### config.mk
export PLATFORM = sky130hd
export DESIGN_NAME = sdram_burst_colgen
export DESIGN_NICKNAME = d
export VERILOG_FILES = /design/src/rtl/sdram_colgen_pkg.sv /design/src/rtl/colgen_mode_reg.sv /design/src/rtl/colgen_addr_step.sv /design/src/rtl/colgen_burst_ctl.sv /design/src/rtl/sdram_burst_colgen.sv
export SDC_FILE = /design/constraint.sdc
export NUM_CORES = 1
export LEC_CHECK = 0
export ABC_AREA = 0
export CORE_MARGIN = 2
export CORE_UTILIZATION = 50
export CTS_CLUSTER_SIZE = 12
export DETAILED_ROUTE_END_ITERATION = 10
export PLACE_DENSITY = 0.79
export SYNTH_ARGS = -nofsm -noshare
export SYNTH_HDL_FRONTEND = slang
export SYNTH_SLANG_ARGS = --single-unit
### constraint.sdc
create_clock -name clk_i -period 3.5 [get_ports clk_i]
set_clock_uncertainty 0.15 [all_clocks]
set_input_delay 0.7 -clock clk_i [delete_from_list [all_inputs] [get_ports clk_i]]
set_output_delay 0.7 -clock clk_i [all_outputs]
set_load 0.02 [all_outputs]
### src/rtl/sdram_colgen_pkg.sv
package sdram_colgen_pkg;
  localparam logic [2:0] BL_CODE_1    = 3'b000;
  localparam logic [2:0] BL_CODE_2    = 3'b001;
  localparam logic [2:0] BL_CODE_4    = 3'b010;
  localparam logic [2:0] BL_CODE_8    = 3'b011;
  localparam logic [2:0] BL_CODE_PAGE = 3'b111;

  typedef struct packed {
    logic       full;  // full-page burst
    logic [1:0] lg;    // log2 of fixed burst length
  } bl_cfg_t;

  function automatic bl_cfg_t bl_decode(logic [2:0] code);
    bl_cfg_t c;
    c.full = 1'b0;
    c.lg   = 2'd0;
    case (code)
      BL_CODE_2:    c.lg = 2'd1;
      BL_CODE_4:    c.lg = 2'd2;
      BL_CODE_8:    c.lg = 2'd3;
      BL_CODE_PAGE: c.full = 1'b1;
      default:      c.lg = 2'd0;
    endcase
    return c;
  endfunction
endpackage

### src/rtl/colgen_mode_reg.sv
module colgen_mode_reg
  import sdram_colgen_pkg::*;
(
  input  logic          clk_i,
  input  logic          rst_ni,
  input  logic          we_i,
  input  logic [2:0]    code_i,
  output bl_cfg_t       cfg_o
);
  logic [2:0] code_q;

  always_ff @(posedge clk_i or negedge rst_ni) begin
    if (!rst_ni)   code_q <= BL_CODE_1;
    else if (we_i) code_q <= code_i;
  end

  assign cfg_o = bl_decode(code_q);


  code_hold_chk: assert property (@(posedge clk_i) disable iff (!rst_ni)
    !we_i |=> code_q == $past(code_q));
endmodule

### src/rtl/colgen_addr_step.sv
module colgen_addr_step #(
  parameter int COL_W = 8
) (
  input  logic [COL_W-1:0] col_i,
  input  logic [1:0]       lg_i,
  input  logic             full_i,
  output logic [COL_W-1:0] col_nxt_o
);
  logic [COL_W-1:0] mask;
  logic [COL_W-1:0] inc;

  // wrap mask: low lg bits, or all bits for full page
  for (genvar g = 0; g < COL_W; g++) begin : g_mask
    assign mask[g] = full_i | (g < int'(lg_i));
  end

  assign inc       = col_i + 1'b1;
  assign col_nxt_o = (col_i & ~mask) | (inc & mask);
endmodule

### src/rtl/colgen_burst_ctl.sv
module colgen_burst_ctl
  import sdram_colgen_pkg::*;
#(
  parameter int COL_W = 8
) (
  input  logic             clk_i,
  input  logic             rst_ni,
  input  bl_cfg_t          cfg_i,
  input  logic             cmd_i,
  input  logic [COL_W-1:0] start_col_i,
  input  logic             auto_pre_i,
  input  logic             term_i,
  output logic [COL_W-1:0] col_o,
  output logic             valid_o,
  output logic             last_o,
  output logic             pre_req_o
);
  localparam int CNT_W = 3;  // up to 8 counted beats

  logic             valid_q, full_q, ap_q;
  logic [1:0]       lg_q;
  logic [COL_W-1:0] col_q, col_nxt;
  logic [CNT_W-1:0] cnt_q, cnt_fin;

  colgen_addr_step #(.COL_W(COL_W)) u_step (
    .col_i    (col_q),
    .lg_i     (lg_q),
    .full_i   (full_q),
    .col_nxt_o(col_nxt)
  );

  for (genvar g = 0; g < CNT_W; g++) begin : g_fin
    assign cnt_fin[g] = (g < int'(lg_q));
  end

  always_ff @(posedge clk_i or negedge rst_ni) begin
    if (!rst_ni) begin
      valid_q <= 1'b0;
      full_q  <= 1'b0;
      ap_q    <= 1'b0;
      lg_q    <= '0;
      col_q   <= '0;
      cnt_q   <= '0;
    end else if (cmd_i) begin
      valid_q <= 1'b1;
      full_q  <= cfg_i.full;
      lg_q    <= cfg_i.lg;
      ap_q    <= auto_pre_i;
      col_q   <= start_col_i;
      cnt_q   <= '0;
    end else if (term_i || last_o) begin
      valid_q <= 1'b0;
    end else if (valid_q) begin
      col_q <= col_nxt;
      cnt_q <= cnt_q + 1'b1;
    end
  end

  assign col_o     = col_q;
  assign valid_o   = valid_q;
  assign last_o    = valid_q & ~full_q & (cnt_q == cnt_fin);
  assign pre_req_o = last_o & ap_q;


  start_col_chk: assert property (@(posedge clk_i) disable iff (!rst_ni)
    cmd_i |=> valid_o && col_o == $past(start_col_i));

  last_valid_chk: assert property (@(posedge clk_i) disable iff (!rst_ni)
    last_o |-> valid_o);

  end_drop_chk: assert property (@(posedge clk_i) disable iff (!rst_ni)
    last_o && !cmd_i |=> !valid_o);

  term_drop_chk: assert property (@(posedge clk_i) disable iff (!rst_ni)
    term_i && !cmd_i |=> !valid_o);

  burst_cont_chk: assert property (@(posedge clk_i) disable iff (!rst_ni)
    valid_o && !last_o && !term_i && !cmd_i |=> valid_o && col_o != $past(col_o));

  pre_req_chk: assert property (@(posedge clk_i) disable iff (!rst_ni)
    pre_req_o |-> last_o);
endmodule

### src/rtl/sdram_burst_colgen.sv
module sdram_burst_colgen
  import sdram_colgen_pkg::*;
#(
  parameter int COL_W = 8
) (
  input  logic             clk_i,
  input  logic             rst_ni,
  input  logic             mode_we_i,
  input  logic [2:0]       mode_bl_i,
  input  logic             cmd_i,
  input  logic [COL_W-1:0] start_col_i,
  input  logic             auto_pre_i,
  input  logic             term_i,
  output logic [COL_W-1:0] col_o,
  output logic             valid_o,
  output logic             last_o,
  output logic             pre_req_o
);
  bl_cfg_t cfg;

  colgen_mode_reg u_mode (
    .clk_i (clk_i),
    .rst_ni(rst_ni),
    .we_i  (mode_we_i),
    .code_i(mode_bl_i),
    .cfg_o (cfg)
  );

  colgen_burst_ctl #(.COL_W(COL_W)) u_ctl (
    .clk_i      (clk_i),
    .rst_ni     (rst_ni),
    .cfg_i      (cfg),
    .cmd_i      (cmd_i),
    .start_col_i(start_col_i),
    .auto_pre_i (auto_pre_i),
    .term_i     (term_i),
    .col_o      (col_o),
    .valid_o    (valid_o),
    .last_o     (last_o),
    .pre_req_o  (pre_req_o)
  );
endmodule

## After elaboration in Yosys (flattened, before gate mapping)

Cells that the tools add are included.

- Reductions and logical operators: 4
- Add/sub/neg operators: 2
- Bitwise gates (word level): 11
- Magnitude comparators: 3
- Multiplexer cells: 10
- Eq/ne operators: 6

Operators by type and width:

| operator | count |
|---|---|
| 2-to-1 mux 8 bit | 3 |
| AND 8 bit | 2 |
| 2-to-1 mux 3 bit | 3 |
| adder 8 x 1 -> 8 bit (second input constant) | 1 |
| NOT 8 bit | 1 |
| bitwise OR 8 bit | 1 |
| == test 3 x 2 -> 1 bit (second input constant) | 2 |
| case mux 2 bit (3 select lines) | 1 |
| < comparator 1 x 2 -> 1 bit (first input constant) | 2 |
| nonzero test 2 bit | 2 |
| adder 3 x 1 -> 3 bit (second input constant) | 1 |
| AND 1 bit | 3 |
| == test 3 x 1 -> 1 bit (second input constant) | 1 |
| == test 3 bit | 1 |
| == test 3 bit (second input constant) | 1 |
| 2-to-1 mux 1 bit | 3 |
| bitwise OR 1 bit | 3 |
| < comparator 2 bit (first input constant) | 1 |
| inequality test 2 bit (second input constant) | 1 |
| AND reduction 2 bit | 1 |
| logical OR 1 bit | 1 |
| NOT 1 bit | 1 |

- Bits in registers: 19
- Output and inout port bits: 11
- Input port bits: 17
- Word-level logic and storage cells: 43

## Depth between registers and ports, before layout

- Depth in word-level cells: 8
- Mapped depth: 5

## Modules after synthesis

From an unflattened synthesis, not the netlist that was laid out.

- Cells, all modules: 111
- Area total of the unflattened synthesis: 1265.0 um^2

Modules (own cells, without submodules):

| module | area an instance (um^2) | instances | cells an instance | seq. area each (um^2) |
|---|---|---|---|---|
| colgen_burst_ctl | 978.4 | 1 | 79 | 400.4 |
| colgen_addr_step | 158.9 | 1 | 23 | 0.0 |
| colgen_mode_reg | 127.6 | 1 | 9 | 75.1 |

## Worst setup path before layout

OpenSTA, ideal clock, no wires.

- Kind: reg-to-output
- Start point: register u_ctl.lg_q[1]
- End point: output pre_req_o
- Stages on the path, launching flop included: 5
- Setup slack: 1.083 ns
- Data arrival time: 1.567 ns
- Cell sequence: dfrtp_1 > or3b_4 > a211oi_4 > or2_2 > and3_1

- Longest elaborated chain between the ends: 4

Ends and longest elaborated chain:

| item | line | RTL |
|---|---|---|
| start, declared | colgen_burst_ctl.sv:21 | `logic [1:0] lg_q;` |
| start signal, assigned | colgen_burst_ctl.sv:47 | `lg_q <= cfg_i.lg;` |
| < comparator 1 x 2 -> 1 bit or < comparator 2 bit (tied branches) | colgen_burst_ctl.sv:33 | `assign cnt_fin[g] = (g < int'(lg_q));` |
| == test 3 bit * | colgen_burst_ctl.sv:61 | `assign last_o = valid_q & ~full_q & (cnt_q == cnt_fin);` |
| AND 1 bit * | colgen_burst_ctl.sv:61 |  |
| AND 1 bit * | colgen_burst_ctl.sv:62 | `assign pre_req_o = last_o & ap_q;` |
| end, declared | sdram_burst_colgen.sv:17 | `output logic pre_req_o` |

Every way passes the cells marked *; elsewhere a longest branch is shown, timed or not.

## Worst setup path after layout

Same ends and word-level chain as after synthesis.

==> impl_metrics.json <==
{
  "dp.cells": 156,
  "layout_setup_ws_ns": 0.153,
  "first_pass_iters": 4,
  "hold_class": "flip-flop to flip-flop",
  "wl_met3_um": 83,
  "synthTopCellsByCount": "dfrtp_1, nand2_1, nor2_1, nor3_1, o21ai_0",
  "critPathTopFamily": "simple AND/OR/NAND/NOR gates",
  "path_clk_slew_ns": 0.12,
  "dpl.hpwl_um": 1700,
  "wl_per_cell_um": 13.7,
  "wl_met1_um": 972,
  "postPlaceCellArea_um2": 1340,
  "synth_edf_count": 0,
  "grtUsageTotal_pct": 20.9,
  "crit_end": "pre_req_o",
  "startpoint_type": "flip-flop",
  "grt_pass1_wl_um": 3930,
  "synth_area_leader_cell": "dfrtp_1",
  "fmax_mhz": 299,
  "vias": 861,
  "placementRows": 16,
  "critPathLaunch": "u_ctl.lg_q[1]",
  "min_period_over_period_pct": 95.6,
  "grt_max_degree": 20,
  "cp.buffers_inverters": 1,
  "drt_iter0_drc": 16,
  "status": "complete, no violations",
  "ant_nets": 0,
  "critPathKind": "flip-flop to output pin",
  "setup_tns_ns": 0,
  "ir_drop_uv": 233,
  "coreArea_um2": 1960,
  "dieArea_um2": 2440,
  "die_w_um": 49.4,
  "pwr_density_cell_nw_per_um2": 394,
  "cts_setup_buffers": 0,
  "ioPinCount": 28,
  "numCtsBuffers": 3,
  "htreeDepth": 1,
  "netlist_instances": 103,
  "syn_nets": 122,
  "synth.area.top_cells": "dfrtp_1, nand2_1, mux2_2",
  "r2r_cells": 4,
  "max_stage_delay_ns": 0.59,
  "r2r_setup_slack_ns": 1.64,
  "path_cells": "or3b_4 > a211oi_4 > or2_2 > and3_1 > clkdlybuf4s50_1",
  "met2_length_um": 1130,
  "max_slew_margin_pct": 44.8,
  "setup_viol": 0,
  "fp.dieH_um": 49.4,
  "tightest_slew_ns": 0.825,
  "antenna_found_initial": 0,
  "slew_viol_final": 0,
  "avgSynthCellArea_um2": 10.0,
  "fin_cells": 160,
  "cp.depth": 5,
  "cp_data_arrival_time_ns": 2.50,
  "drt-total-wl_um": 2190,
  "cts_resized": 0,
  "cts_max_path_buffers": 2,
  "yosysWarnings": 0,
  "post-place-ws_ns": 0.513,
  "ys.flop_type": "dfrtp_1",
  "root_buffer": "clkbuf_4",
  "yosysUniqueCellTypes": 37,
  "route.detailed.drc": 0,
  "hold_viol_final": 0,
  "ys_seq_elements": 19,
  "grt_pass1_vias": 892,
  "drv_cap": 0,
  "drive_above_1_share_pct": 12.0,
  "synth_top_cell_area_share_pct": 46.1,
  "fin_area_um2": 1360,
  "cp_slowest_cell": "clkdlybuf4s50_1",
  "leakagePower_nw": 0.529,
  "worst_ep_required_time_ns": 2.65,
  "start_util_pct": 52.6,
  "overflow": 0,
  "cp-end-kind": "output pin",
  "r2r-start": "u_ctl.lg_q[1]",
  "synthesis.area_um2": 1030,
  "cts_sinks": 19,
  "highest_layer": "met4",
  "power_mw": 0.537,
  "async_flop_share_pct": 100,
  "fin_crit_ns": 3.35,
  "routed_via_density": 5.38,
  "rsz0062_at_grt": "no",
  "syn2layout_area_growth_pct": 32.2,
  "postCtsHoldBufs": 0,
  "antenna_cells": 0,
  "port_buffers": 27,
  "clk_latency_ns": 0.30,
  "yosysMostFrequentCell": "dfrtp_1",
  "cts_tree": "built",
  "gp_congestion": 0.821,
  "nets": 153,
  "cp_max_fo": 9,
  "yosysSeqAreaShare_pct": 46.1
}
routing by layer:
layer	up-vias	track usage, %
met5	-	0
met4	0	6.94
met3	2	2.45
met2	21	38.1
met1	404	25.5
li1	434	-
logic make-up (layout without fill, tap and decap cells):
kind of cell | count (synthesis) | after routing | synth area share [%]
buf+inv | 5 | 35 | 1.82
simple gates | 44 | 44 | 22.2
xor+xnor | 5 | 5 | 4.25
mux | 8 | 8 | 8.25
compound gates | 20 | 20 | 14.9
flops | 19 | 19 | 46.1
fa+ha+maj | 2 | 2 | 2.43
where the power goes:
| group | switching [mW] | internal (mW) |
|---|---|---|
| clock network | 0.0693 | 0.0425 |
| logic | 0.0773 | 0.0830 |
| registers | 0.0246 | 0.240 |
area by class of cell:
| cell class | instances | area (um2) |
|---|---|---|
| tap | 27 | 33.8 |
| sequential | 19 | 475 |
| inverter | 3 | 11.3 |
| clock inverter | 1 | 5.00 |
| clock buffer | 3 | 22.5 |
| timing repair buffer | 28 | 278 |
| fill | 158 | 599 |
| multi-input combinational | 79 | 537 |
per-stage QoR:
step / hold WS, ns / utilization [%]
final: 0.363 / 69.5
after detailed placement: 0.348 / 68.0
after global routing: 0.414 / 69.5
after CTS: 0.372 / 69.5
after floorplan: 0.254 / -
after global placement: 0.345 / 68.0
worst min path at each step:
stage,start,to,slack (ns),cells past startpoint
2_1_floorplan,rst_ni,asynchronous set/reset pin,0.25,0
3_3_place_gp,u_mode.code_q[1],u_mode.code_q[1],0.35,1
3_5_place_dp,u_mode.code_q[1],u_mode.code_q[1],0.35,1
4_1_cts,u_mode.code_q[2],u_ctl.lg_q[1],0.37,1
5_1_grt,u_mode.code_q[2],u_ctl.lg_q[1],0.41,1
6_report,u_mode.code_q[2],u_ctl.lg_q[1],0.36,1
layout by cell type (no fill, tap or decap), types with 2 or more instances in the layout:
| cell | Yosys | routed |
|---|---|---|
| or4_1 | 2 | 2 |
| ha_1 | 2 | 2 |
| nor2_1 | 6 | 6 |
| nor3_1 | 6 | 6 |
| mux2_2 | 4 | 4 |
| mux2i_1 | 4 | 4 |
| nor4_1 | 2 | 2 |
| a31oi_1 | 2 | 2 |
| nand2_1 | 16 | 16 |
| xnor2_1 | 5 | 5 |
| o31ai_1 | 2 | 2 |
| clkdlybuf4s50_1 | 0 | 27 |
| dfrtp_1 | 19 | 19 |
| clkbuf_4 | 0 | 3 |
| inv_1 | 2 | 2 |
| o21ai_0 | 6 | 6 |
| o22ai_1 | 2 | 2 |
Power figures use the tool's default switching activity.
